--- src/rtl/exc_pkg.sv ---
package exc_pkg;
  localparam int CODE_W = 4;
  typedef logic [CODE_W-1:0] exc_code_t;

  localparam exc_code_t EXC_TICK    = 4'd5;
  localparam exc_code_t EXC_ILLEGAL = 4'd7;
  localparam exc_code_t EXC_EXTINT  = 4'd8;
  localparam exc_code_t EXC_SYSCALL = 4'd12;
  localparam exc_code_t EXC_FPE     = 4'd13;
  localparam exc_code_t EXC_LAST    = 4'd14;

  // status word bit positions
  localparam int SR_SUPV  = 0;
  localparam int SR_TICKE = 1;
  localparam int SR_INTE  = 2;
  localparam int SR_DXLAT = 5;
  localparam int SR_IXLAT = 6;
  localparam int SR_DSLOT = 13;
  localparam int SR_HIVEC = 14;

  // power-management bit positions
  localparam int PM_DOZE  = 4;
  localparam int PM_SLEEP = 5;

  typedef struct packed {
    logic      take;
    logic      bad;
    exc_code_t code;
  } entry_sel_t;
endpackage

--- src/rtl/exc_select.sv ---
module exc_select
  import exc_pkg::*;
(
  input  logic       halted,
  input  logic       exc_valid,
  input  exc_code_t  exc_code,
  input  logic       irq_tick,
  input  logic       irq_ext,
  input  logic       tick_en,
  input  logic       ext_en,
  output entry_sel_t sel
);
  always_comb begin
    sel = '0;
    if (!halted) begin
      if (exc_valid) begin
        sel.code = exc_code;
        if (exc_code == '0 || exc_code > EXC_LAST) sel.bad = 1'b1;
        else                                       sel.take = 1'b1;
      end else if (irq_tick && tick_en) begin
        sel.take = 1'b1;
        sel.code = EXC_TICK;
      end else if (irq_ext && ext_en) begin
        sel.take = 1'b1;
        sel.code = EXC_EXTINT;
      end
    end
  end
endmodule

--- src/rtl/exc_vector.sv ---
module exc_vector
  import exc_pkg::*;
#(
  parameter int              XLEN      = 32,
  parameter int              VEC_SHIFT = 8,
  parameter logic [XLEN-1:0] HI_PREFIX = 32'hF000_0000
) (
  input  exc_code_t       code,
  input  logic [XLEN-1:0] vec_base,
  input  logic            vbase_en,
  input  logic            hi_sel,
  output logic [XLEN-1:0] target
);
  logic [XLEN-1:0] base_part;
  logic [XLEN-1:0] hi_part;

  assign base_part = vbase_en ? vec_base  : '0;
  assign hi_part   = hi_sel   ? HI_PREFIX : '0;
  assign target    = ((XLEN)'(code) << VEC_SHIFT) | base_part | hi_part;
endmodule

--- src/rtl/exc_frame.sv ---
module exc_frame
  import exc_pkg::*;
#(
  parameter int XLEN    = 32,
  parameter int INSN_SZ = 4
) (
  input  exc_code_t       code,
  input  logic [XLEN-1:0] pc,
  input  logic [XLEN-1:0] sr,
  input  logic [XLEN-1:0] pm,
  input  logic            dslot,
  output logic [XLEN-1:0] epc_n,
  output logic [XLEN-1:0] sr_n,
  output logic [XLEN-1:0] pm_n
);
  localparam logic [XLEN-1:0] STEP = (XLEN)'(INSN_SZ);
  logic past_insn;

  assign past_insn = (code == EXC_SYSCALL) || (code == EXC_FPE);

  always_comb begin
    if (dslot)          epc_n = pc - STEP;
    else if (past_insn) epc_n = pc + STEP;
    else                epc_n = pc;
  end

  always_comb begin
    sr_n = sr;
    sr_n[SR_DXLAT] = 1'b0;
    sr_n[SR_IXLAT] = 1'b0;
    sr_n[SR_INTE]  = 1'b0;
    sr_n[SR_TICKE] = 1'b0;
    sr_n[SR_SUPV]  = 1'b1;
    sr_n[SR_DSLOT] = dslot;
  end

  always_comb begin
    pm_n = pm;
    pm_n[PM_DOZE]  = 1'b0;
    pm_n[PM_SLEEP] = 1'b0;
  end
endmodule

--- src/rtl/exc_entry_seq.sv ---
module exc_entry_seq
  import exc_pkg::*;
#(
  parameter int              XLEN      = 32,
  parameter int              VEC_SHIFT = 8,
  parameter int              INSN_SZ   = 4,
  parameter logic [XLEN-1:0] HI_PREFIX = 32'hF000_0000
) (
  input  logic            clk,
  input  logic            rst,
  input  logic            exc_valid,
  input  logic [3:0]      exc_code,
  input  logic            irq_tick,
  input  logic            irq_ext,
  input  logic [XLEN-1:0] cur_pc,
  input  logic [XLEN-1:0] cur_sr,
  input  logic [XLEN-1:0] cur_pm,
  input  logic            in_dslot,
  input  logic [XLEN-1:0] vec_base,
  input  logic            vbase_en,
  output logic [XLEN-1:0] epc_q,
  output logic [XLEN-1:0] esr_q,
  output logic [XLEN-1:0] eear_q,
  output logic [XLEN-1:0] sr_q,
  output logic [XLEN-1:0] pm_q,
  output logic [XLEN-1:0] resv_q,
  output logic [3:0]      code_q,
  output logic            redirect_q,
  output logic [XLEN-1:0] redirect_pc_q,
  output logic            dslot_clr_q,
  output logic            fatal_q
);
  entry_sel_t      sel;
  logic [XLEN-1:0] target;
  logic [XLEN-1:0] epc_n, sr_n, pm_n;

  exc_select u_sel (
    .halted   (fatal_q),
    .exc_valid(exc_valid),
    .exc_code (exc_code),
    .irq_tick (irq_tick),
    .irq_ext  (irq_ext),
    .tick_en  (cur_sr[SR_TICKE]),
    .ext_en   (cur_sr[SR_INTE]),
    .sel      (sel)
  );

  exc_vector #(.XLEN(XLEN), .VEC_SHIFT(VEC_SHIFT), .HI_PREFIX(HI_PREFIX)) u_vec (
    .code    (sel.code),
    .vec_base(vec_base),
    .vbase_en(vbase_en),
    .hi_sel  (cur_sr[SR_HIVEC]),
    .target  (target)
  );

  exc_frame #(.XLEN(XLEN), .INSN_SZ(INSN_SZ)) u_frame (
    .code (sel.code),
    .pc   (cur_pc),
    .sr   (cur_sr),
    .pm   (cur_pm),
    .dslot(in_dslot),
    .epc_n(epc_n),
    .sr_n (sr_n),
    .pm_n (pm_n)
  );

  always_ff @(posedge clk) begin
    if (rst) begin
      epc_q         <= '0;
      esr_q         <= '0;
      eear_q        <= '0;
      sr_q          <= '0;
      pm_q          <= '0;
      resv_q        <= '0;
      code_q        <= '0;
      redirect_q    <= 1'b0;
      redirect_pc_q <= '0;
      dslot_clr_q   <= 1'b0;
      fatal_q       <= 1'b0;
    end else begin
      redirect_q  <= sel.take;
      dslot_clr_q <= sel.take && in_dslot;
      if (sel.bad) fatal_q <= 1'b1;
      if (sel.take) begin
        epc_q         <= epc_n;
        esr_q         <= cur_sr;
        sr_q          <= sr_n;
        pm_q          <= pm_n;
        resv_q        <= '1;
        code_q        <= sel.code;
        redirect_pc_q <= target;
        if (sel.code == EXC_ILLEGAL) eear_q <= cur_pc;
      end
    end
  end
endmodule

--- config.mk ---
export PLATFORM = sky130hd
export DESIGN_NAME = exc_entry_seq
export DESIGN_NICKNAME = d
export VERILOG_FILES = /design/src/rtl/exc_pkg.sv /design/src/rtl/exc_select.sv /design/src/rtl/exc_vector.sv /design/src/rtl/exc_frame.sv /design/src/rtl/exc_entry_seq.sv
export SDC_FILE = /design/constraint.sdc
export NUM_CORES = 1
export LEC_CHECK = 0
export BUFFER_PORTS_ARGS = -buffer_cell sky130_fd_sc_hd__buf_2
export CAP_MARGIN = 20
export CORE_AREA = 2 2 144 146
export DETAILED_ROUTE_END_ITERATION = 16
export DIE_AREA = 0 0 146 148
export MAX_ROUTING_LAYER = met4
export PLACE_DENSITY = 0.77
export RECOVER_POWER = 50
export SKIP_LAST_GASP = 1
export SLEW_MARGIN = 20
export SYNTH_ARGS = -nofsm -noshare
export SYNTH_HDL_FRONTEND = slang
export SYNTH_SLANG_ARGS = --single-unit
--- constraint.sdc ---
create_clock -name clk -period 2.3 [get_ports clk]
set_input_delay 0 -clock clk [delete_from_list [all_inputs] [get_ports clk]]
set_output_delay 0 -clock clk [all_outputs]
set_load 0.05 [all_outputs]
==> results of run 1 <==
==> logic make-up after synthesis <==
| logic type | count (synthesis) | synth area share (%) |
|---|---|---|
| compound gates | 172 | 12.8 |
| xor+xnor | 17 | 1.96 |
| fa+ha+maj | 2 | 0.330 |
| buf+inv | 145 | 10.9 |
| flops | 167 | 44.1 |
| mux | 32 | 4.22 |
| other cells | 1 | 0.0494 |
| simple gates | 419 | 25.7 |
==> through the flow <==
step / std cells / util [%]
floorplan: 960 / -
global placement: 1474 / 45.9
detailed placement: 1474 / 45.9
CTS: 1631 / 55.1
global route: 1635 / 54.0
finish: 1635 / 54.0
==> state kept, by name, summed over array words and instances, names as in the netlist, 2 cells and up <==
register       count
esr_q             32
redirect_pc_q     32
pm_q              30
code_q             4
epc_q             32
eear_q            32
sr_q               2
==> worst min-delay path: cells and delay by family <==
family / cells / cell delay (ns)
buffers and inverters: 2 / 0.23
AND/OR/NAND/NOR: 1 / 0.09
multiplexers: 1 / 0.08
==> report_power, final <==
group          total (uW)  switching [uW]  internal, uW
clock network        2900            1270          1630
logic                2240            1670           568
registers            3200             121          3080
total                8340            3060          5280
==> worst max-delay path by stage <==
stage	from	end	slack, ns	cells after the start
floorplan	fatal_q	epc_q[23]	0.17	5
global placement	fatal_q	epc_q[23]	0.20	6
detailed placement	fatal_q	epc_q[23]	0.15	6
CTS	fatal_q	epc_q[23]	0.12	6
global route	cur_pc[17]	epc_q[31]	0.007	8
finish	cur_pc[4]	epc_q[28]	0.11	8
==> routing by layer <==
layer	up-vias	wire [um]	global-route usage (%)
li1	3978	-	-
met1	3817	11100	28.5
met2	351	13400	41.3
met3	52	1760	5.03
met4	0	640	8.98
met5	-	0	-
==> timing repair <==
action | 4_1_cts | 5_1_grt
hold endpoints to repair | 136 | 0
hold buffers | 125 | 0
buffers inserted | 0 | 1
setup endpoints to repair | 0 | 3
gates resized for setup | 0 | 1
==> placed cells by master, fill, tap and decap left out, drive strengths merged, types with 3 or more instances in the layout <==
| cell type | count |
|---|---|
| buf | 189 |
| xnor2 | 16 |
| dlygate4sd3 | 125 |
| nand3b | 11 |
| conb | 6 |
| o21ai | 11 |
| nor2 | 66 |
| a211oi | 13 |
| nor4 | 11 |
| or3 | 10 |
| a21oi | 124 |
| nor3 | 23 |
| nand2b | 3 |
| nor4b | 5 |
| mux2i | 32 |
| nor3b | 4 |
| and2 | 4 |
| inv | 14 |
| or4 | 5 |
| nand2 | 204 |
| and3 | 7 |
| a211o | 3 |
| a32oi | 5 |
| nand4b | 6 |
| clkinv | 4 |
| dfxtp | 167 |
| clkbuf | 211 |
| nand3 | 40 |
| diode | 3 |
| nand4 | 13 |
==> area by class of cell <==
type	instances	area (sq um)
diodes	3	7.51
fillers	1949	9220
inverters	9	33.8
flip-flops and latches	167	3340
multi-input cells	648	3450
well taps	270	338
clock buffers	19	433
clock inverters	13	161
repair buffers	506	3050
==> flow_metrics.env, run 1 <==
export IMPL_status="complete, no violations"
export IMPL_synthTopCellsByCount="nand2_1 (204), dfxtp_1 (167), a21oi_1 (124), nor2_1 (66), buf_4 (65)"
export IMPL_route_antenna_remaining_nets=0
export IMPL_synth_edff_count=0
export IMPL_max_stage_delay_ns=0.54
export IMPL_cts_tree="done"
export IMPL_antenna_found_initial=3
export IMPL_drc=0
export IMPL_vias=8198
export IMPL_area_growth_pct=42.6
export IMPL_ys_warn_count=0
export IMPL_worstHoldStart="cur_pc[3]"
export IMPL_gp_congestion=0.907
export IMPL_worst_slew_pin_slew_ns=0.798
export IMPL_hold_class="input pin to register"
export IMPL_wire_per_inst_um=16.4
export IMPL_initial_utilization_pct=37.8
export IMPL_cp_max_fo=11
export IMPL_synth_distinct_cells=52
export IMPL_port_buffers=361
export IMPL_num_rows=52
export IMPL_netlist_area_sq_um=7580
export IMPL_synth_area_leaders="dfxtp_1 (44%), nand2_1 (10%), a21oi_1 (8.2%)"
export IMPL_via_per_inst=5.01
export IMPL_worst_r2r_endpoint="epc_q[23]"
export IMPL_yosysSeqAreaShare_pct=44.1
export IMPL_p_leak_uw=0.00455
export IMPL_drt_iter0_markers=370
export IMPL_cts_made_buffers=17
export IMPL_post_route_min_period_ns=2.19
export IMPL_endpoint_kind="register"
export IMPL_critical_path_class="input pin to register"
export IMPL_hold_depth=4
export IMPL_cts_root_buffer="clkbuf_16"
export IMPL_final_hold_viol_count=0
export IMPL_hold_end="eear_q[3]"
export IMPL_core_sq_um=20000
export IMPL_netlist_instances=955
export IMPL_maxSlewHeadroom_pct=46.7
export IMPL_dr_pass1_iters=5
export IMPL_clock_sinks=167
export IMPL_die_w_um=146
export IMPL_fmax_ghz=0.457
export IMPL_yosys_area_top_type="dfxtp_1"
export IMPL_rsz0062_at_grt="false"
export IMPL_layout_drive_gt1_share_pct=16.8
export IMPL_finalSetupViolCount=0
export IMPL_track_usage_pct=24.3
export IMPL_r2r_cells=7
export IMPL_cp_num_buf_inv=2
export IMPL_grt_pass1_vias=7895
export IMPL_r2r_slack_ns=0.27
export IMPL_critical_path_top_delay_family="simple AND/OR/NAND/NOR gates"
export IMPL_slew_viol_final=0
export IMPL_power_density_nw_per_um2=771
export IMPL_cts_buffer_depth=2
export IMPL_period_share_pct=95.1
export IMPL_grt_max_degree=102
export IMPL_ys_async_sr_fraction_pct=0
export IMPL_dp_hpwl_um=17500
export IMPL_grt_overflow=0
export IMPL_die_h_um=148
export IMPL_fin_skew_ns=0.00646
export IMPL_worst_hold_slack_ns=0.0208
export IMPL_netlist_area_leader_share_pct=44.1
export IMPL_dieArea_sq_um=21600
export IMPL_startpoint_type="input pin"
export IMPL_crit_chain="dlygate4sd3_1, buf_2, or3_1, nor3_1, nand4_1, a21oi_1, xnor2_1, a211oi_1"
export IMPL_htreeDepth=4
export IMPL_max_cap_violations=0
export IMPL_synth_seq_cells=167
export IMPL_final_nets=1490
export IMPL_r2r_start="fatal_q"
export IMPL_cp_slowest_cell="dlygate4sd3_1"
export IMPL_stdcell_area_sq_um=10800
export IMPL_totalWireLength_um=26800
export IMPL_fin_ws_ns=0.112
export IMPL_ios=370
export IMPL_cp_arrival_ns=2.51
export IMPL_grt_pass1_wl_um=41300
export IMPL_place_area_sq_um=9190
export IMPL_insertion_delay_ns=0.42
export IMPL_synth_most_common_cell="nand2_1"
export IMPL_avgSynthCellArea_sq_um=7.94
export IMPL_synthFlopType="dfxtp_1"
export IMPL_post_place_ws_ns=0.145
export IMPL_path_clk_slew_ns=0.07
export IMPL_peakVddDrop_mv=0.499
export IMPL_setup_tns_ns=0
export IMPL_worstPathRequired_ns=2.62
export IMPL_fin_total_pwr_uw=8340
No activity file was read; power rests on OpenSTA's default activity.
==> run 2, diff against run 1 <==
--- a/config.mk
+++ b/config.mk
@@ -7,11 +7,13 @@
 export LEC_CHECK = 0
 export BUFFER_PORTS_ARGS = -buffer_cell sky130_fd_sc_hd__buf_2
 export CAP_MARGIN = 20
-export CORE_AREA = 2 2 144 146
+export CELL_PAD_IN_SITES_DETAIL_PLACEMENT = 0
+export CELL_PAD_IN_SITES_GLOBAL_PLACEMENT = 1
+export CORE_MARGIN = 2
+export CORE_UTILIZATION = 32
 export DETAILED_ROUTE_END_ITERATION = 16
-export DIE_AREA = 0 0 146 148
 export MAX_ROUTING_LAYER = met4
-export PLACE_DENSITY = 0.77
+export PLACE_DENSITY = 0.89
 export RECOVER_POWER = 50
 export SKIP_LAST_GASP = 1
 export SLEW_MARGIN = 20
==> constraint.sdc (replaced) <==
create_clock -name clk -period 2.3 [get_ports clk]
set_input_delay 0.115 -clock clk [delete_from_list [all_inputs] [get_ports clk]]
set_output_delay 0.115 -clock clk [all_outputs]
set_load 0.05 [all_outputs]
==> flow_metrics.env, run 2 (synthesized netlist as in run 1, its figures left out) <==
export IMPL_critical_path_startpoint="fatal_q"
export IMPL_clock_sinks=167
export IMPL_ios=370
export IMPL_via_per_inst=4.78
export IMPL_status="finished, violations left"
export IMPL_dieArea_sq_um=24900
export IMPL_maxSlewHeadroom_pct=-25.3
export IMPL_worst_slew_pin_slew_ns=1.88
export IMPL_violations="max-capacitance violations, max-slew violations"
export IMPL_cts_tree="done"
export IMPL_die_h_um=158
export IMPL_power_density_nw_per_um2=766
export IMPL_final_hold_viol_count=0
export IMPL_slew_viol_final=91
export IMPL_fin_total_pwr_uw=8100
export IMPL_worstPathRequired_ns=2.62
export IMPL_worstHoldStart="cur_pc[21]"
export IMPL_critical_path_class="register to register"
export IMPL_htreeDepth=4
export IMPL_cp_arrival_ns=2.35
export IMPL_finalSetupViolCount=0
export IMPL_core_sq_um=23400
export IMPL_crit_chain="nand4b_1, buf_4, buf_4, or4_1, o2bb2ai_1, xor2_1, nand2_1, a21oi_1"
export IMPL_max_stage_delay_ns=0.59
export IMPL_totalWireLength_um=25500
export IMPL_area_growth_pct=39.3
export IMPL_port_buffers=361
export IMPL_grt_pass1_wl_um=37200
export IMPL_layout_drive_gt1_share_pct=17.7
export IMPL_drc=0
export IMPL_startpoint_type="register"
export IMPL_final_nets=1469
export IMPL_grt_max_degree=92
export IMPL_cp_slowest_cell="or4_1"
export IMPL_cts_buffer_depth=2
export IMPL_grt_pass1_vias=7178
export IMPL_gp_congestion=0.874
export IMPL_post_route_min_period_ns=2.03
export IMPL_cts_made_buffers=17
export IMPL_hold_class="input pin to register"
export IMPL_fin_skew_ns=0.0119
export IMPL_period_share_pct=88.3
export IMPL_antenna_found_initial=2
export IMPL_n_fill_cell=2460
export IMPL_wire_per_inst_um=15.4
export IMPL_max_cap_violations=1
export IMPL_dr_pass1_iters=6
export IMPL_dp_hpwl_um=17500
export IMPL_track_usage_pct=19.4
export IMPL_cp_max_fo=5
export IMPL_final_cell_mix="nand2_1 (203), clkbuf_1 (193), buf_2 (168)"
export IMPL_final_common_cell="nand2_1"
export IMPL_grt_overflow=0
export IMPL_endpoint_kind="register"
export IMPL_path_clk_slew_ns=0.07
export IMPL_drt_iter0_markers=641
export IMPL_p_leak_uw=0.00444
export IMPL_insertion_delay_ns=0.42
export IMPL_num_rows=56
export IMPL_cts_root_buffer="clkbuf_16"
export IMPL_peakVddDrop_mv=0.404
export IMPL_critPathMostFrequentCell="buf_4"
export IMPL_route_antenna_remaining_nets=0
export IMPL_die_w_um=158
export IMPL_r2r_start="fatal_q"
export IMPL_rsz0062_at_grt="false"
export IMPL_initial_utilization_pct=32.4
export IMPL_vias=7939
export IMPL_critical_path_top_delay_family="simple AND/OR/NAND/NOR gates"
export IMPL_cp_num_buf_inv=2
export IMPL_setup_tns_ns=0
export IMPL_fmax_ghz=0.492
## run 2: cell type report
| cell class | count | area, sq um | area share (%) |
|---|---|---|---|
| Multi-Input combinational cell | 648 | 3440 | 32.6 |
| Sequential cell | 167 | 3340 | 31.6 |
| Timing Repair Buffer | 485 | 2800 | 26.4 |
| Clock buffer | 18 | 429 | 4.06 |
| Tap cell | 319 | 399 | 3.78 |
| Clock inverter | 13 | 120 | 1.14 |
| Inverter | 9 | 33.8 | 0.320 |
| Antenna cell | 3 | 7.51 | 0.0710 |
## run 2: layer usage
layer | vias to the layer above | share of wire (%) | track usage (%)
li1 | 3936 | - | -
met1 | 3665 | 42 | 22.6
met2 | 303 | 48 | 32.6
met3 | 35 | 7.2 | 5.17
met4 | 0 | 2.0 | 6.48
met5 | - | 0 | -
## run 2: where the power goes
part           switching, uW  internal (uW)
logic                   1640            539
registers                115           3080
clock network           1300           1420
## run 2: timing repair
action	in CTS	in global routing
gates resized for setup	0	0
setup endpoints to repair	0	2
endpoints found under the hold margin	96	0
hold buffers	94	0
setup buffers	0	2
## run 2: path summary, 6_finish.rpt
| check | depth (start not counted) | end | slack, ns |
|---|---|---|---|
| worst max-delay path | 8 | epc_q[13] | 0.27 |
| worst min-delay path | 3 | eear_q[21] | 0.02 |
| worst max register to register | 8 | epc_q[13] | 0.27 |
| worst min register to register | 2 | redirect_pc_q[17] | 0.45 |
## run 2: tightest hold or removal path, cell delays in order
cell and delay, ns:
buf_2 0.13, mux2i_1 0.08, nor2_1 0.08
## run 2: per-stage QoR
stage	hold WS, ns	std cells	setup WS, ns	area (sq um)	util [%]
2_1_floorplan	0.251	960	0.167	7600	-
3_3_place_gp	0.355	1532	0.192	9320	39.8
3_5_place_dp	0.360	1532	0.163	9320	39.8
4_1_cts	0.0000952	1657	0.166	10800	46.2
5_1_grt	0.00942	1661	0.124	10600	45.2
6_report	0.0201	1662	0.269	10600	45.2
==> run 3, diff against run 2 <==
--- a/config.mk
+++ b/config.mk
@@ -12,7 +12,6 @@
 export CORE_MARGIN = 2
 export CORE_UTILIZATION = 32
 export DETAILED_ROUTE_END_ITERATION = 16
-export MAX_ROUTING_LAYER = met4
 export PLACE_DENSITY = 0.89
 export RECOVER_POWER = 50
 export SKIP_LAST_GASP = 1
==> flow_metrics.env, run 3 (synthesized netlist as in run 1, its figures left out) <==
export IMPL_drc=0
export IMPL_hold_class="input pin to register"
export IMPL_period_share_pct=88.4
export IMPL_dp_hpwl_um=17500
export IMPL_fin_ws_ns=0.267
export IMPL_fin_skew_ns=0.00918
export IMPL_cp_max_fo=5
export IMPL_final_cell_mix="nand2_1 (203), clkbuf_1 (193), buf_2 (168)"
export IMPL_layout_drive_gt1_share_pct=17.7
export IMPL_post_route_min_period_ns=2.03
export IMPL_critical_path_top_delay_family="simple AND/OR/NAND/NOR gates"
export IMPL_rsz0062_at_grt="false"
export IMPL_antenna_found_initial=2
export IMPL_final_common_cell="nand2_1"
export IMPL_die_h_um=158
export IMPL_worst_slew_pin_slew_ns=1.87
export IMPL_totalWireLength_um=25500
export IMPL_p_leak_uw=0.00444
export IMPL_crit_chain="nand4b_1, buf_4, buf_4, or4_1, o2bb2ai_1, xor2_1, nand2_1, a21oi_1"
export IMPL_insertion_delay_ns=0.42
export IMPL_track_usage_pct=18.9
export IMPL_core_sq_um=23400
export IMPL_htreeDepth=4
export IMPL_dr_pass1_iters=5
export IMPL_startpoint_type="register"
export IMPL_die_w_um=158
export IMPL_dieArea_sq_um=24900
export IMPL_cts_root_buffer="clkbuf_16"
export IMPL_post_place_ws_ns=0.163
export IMPL_grt_overflow=0
export IMPL_grt_max_degree=92
export IMPL_critPathMostFrequentCell="buf_4"
export IMPL_endpoint_kind="register"
export IMPL_finalSetupViolCount=0
export IMPL_area_growth_pct=39.3
export IMPL_cts_made_buffers=17
export IMPL_critical_path_class="register to register"
export IMPL_final_nets=1469
export IMPL_ios=370
export IMPL_via_per_inst=4.76
export IMPL_worst_hold_slack_ns=0.0260
export IMPL_max_cap_violations=1
export IMPL_route_antenna_remaining_nets=0
export IMPL_peakVddDrop_mv=0.405
export IMPL_max_stage_delay_ns=0.59
export IMPL_fin_util_pct=45.2
export IMPL_gp_congestion=0.860
export IMPL_vias=7904
export IMPL_cts_resized_gates=0
export IMPL_path_clk_slew_ns=0.07
export IMPL_worstPathRequired_ns=2.62
export IMPL_num_rows=56
export IMPL_power_density_nw_per_um2=765
export IMPL_grt_pass1_wl_um=37200
export IMPL_cp_arrival_ns=2.35
export IMPL_maxSlewHeadroom_pct=-24.6
export IMPL_r2r_slack_ns=0.27
export IMPL_wire_per_inst_um=15.4
export IMPL_setup_tns_ns=0
export IMPL_cp_num_buf_inv=2
export IMPL_clock_sinks=167
export IMPL_port_buffers=361
export IMPL_status="finished, violations left"
export IMPL_slew_viol_final=91
export IMPL_cts_tree="done"
export IMPL_cp_slowest_cell="or4_1"
export IMPL_grt_pass1_vias=7178
export IMPL_cts_buffer_depth=2
export IMPL_initial_utilization_pct=32.4
export IMPL_fmax_ghz=0.492
export IMPL_violations="max-capacitance violations, max-slew violations"
export IMPL_drt_iter0_markers=622
export IMPL_final_hold_viol_count=0
## run 3: stage by stage
stage | total power [uW] | cell area, sq um | instances
floorplan | 4880 | 7600 | 960
detailed placement | 5380 | 9320 | 1532
global placement | 5360 | 9320 | 1532
CTS | 8230 | 10800 | 1657
finish | 8080 | 10600 | 1661
global route | 8450 | 10600 | 1660
## run 3: area by class of cell
| type | count | area (sq um) |
|---|---|---|
| multi-input cells | 648 | 3440 |
| clock buffers | 18 | 429 |
| clock inverters | 13 | 120 |
| diodes | 2 | 5.00 |
| inverters | 9 | 33.8 |
| flip-flops and latches | 167 | 3340 |
| well taps | 319 | 399 |
| repair buffers | 485 | 2800 |
| fillers | 2460 | 12800 |
## run 3: repair_timing
action	in CTS	in global routing
endpoints found under the setup margin	0	2
hold buffers	94	0
hold endpoints to repair	96	0
setup buffers	0	2
## run 3: power breakdown
part | total (uW) | switching, uW | internal [uW]
Sequential | 3200 | 115 | 3080
Clock | 2700 | 1290 | 1420
Combinational | 2180 | 1650 | 539
Total | 8080 | 3050 | 5040
## run 3: worst reg2reg max path, cell delays in order, from the launching register on
cell	delay, ns
dfxtp_1	0.31
nand4b_1	0.16
buf_4	0.18
buf_4	0.14
or4_1	0.59
o2bb2ai_1	0.20
xor2_1	0.16
nand2_1	0.07
a21oi_1	0.13
## run 3: metal layers
layer	global-route usage, %	up-vias	wire length (um)
met3	5.34	31	1860
met1	22.6	3667	10700
li1	-	3934	-
met4	6.48	0	549
met2	32.6	272	12300
met5	0	-	0
## run 3: worst paths after layout
| path | startpoint | endpoint | cells after the start |
|---|---|---|---|
| max | fatal_q | epc_q[13] | 8 |
| min | cur_pc[21] | eear_q[21] | 3 |
| max reg2reg | fatal_q | epc_q[13] | 8 |
| min reg2reg | redirect_pc_q[17] | redirect_pc_q[17] | 2 |
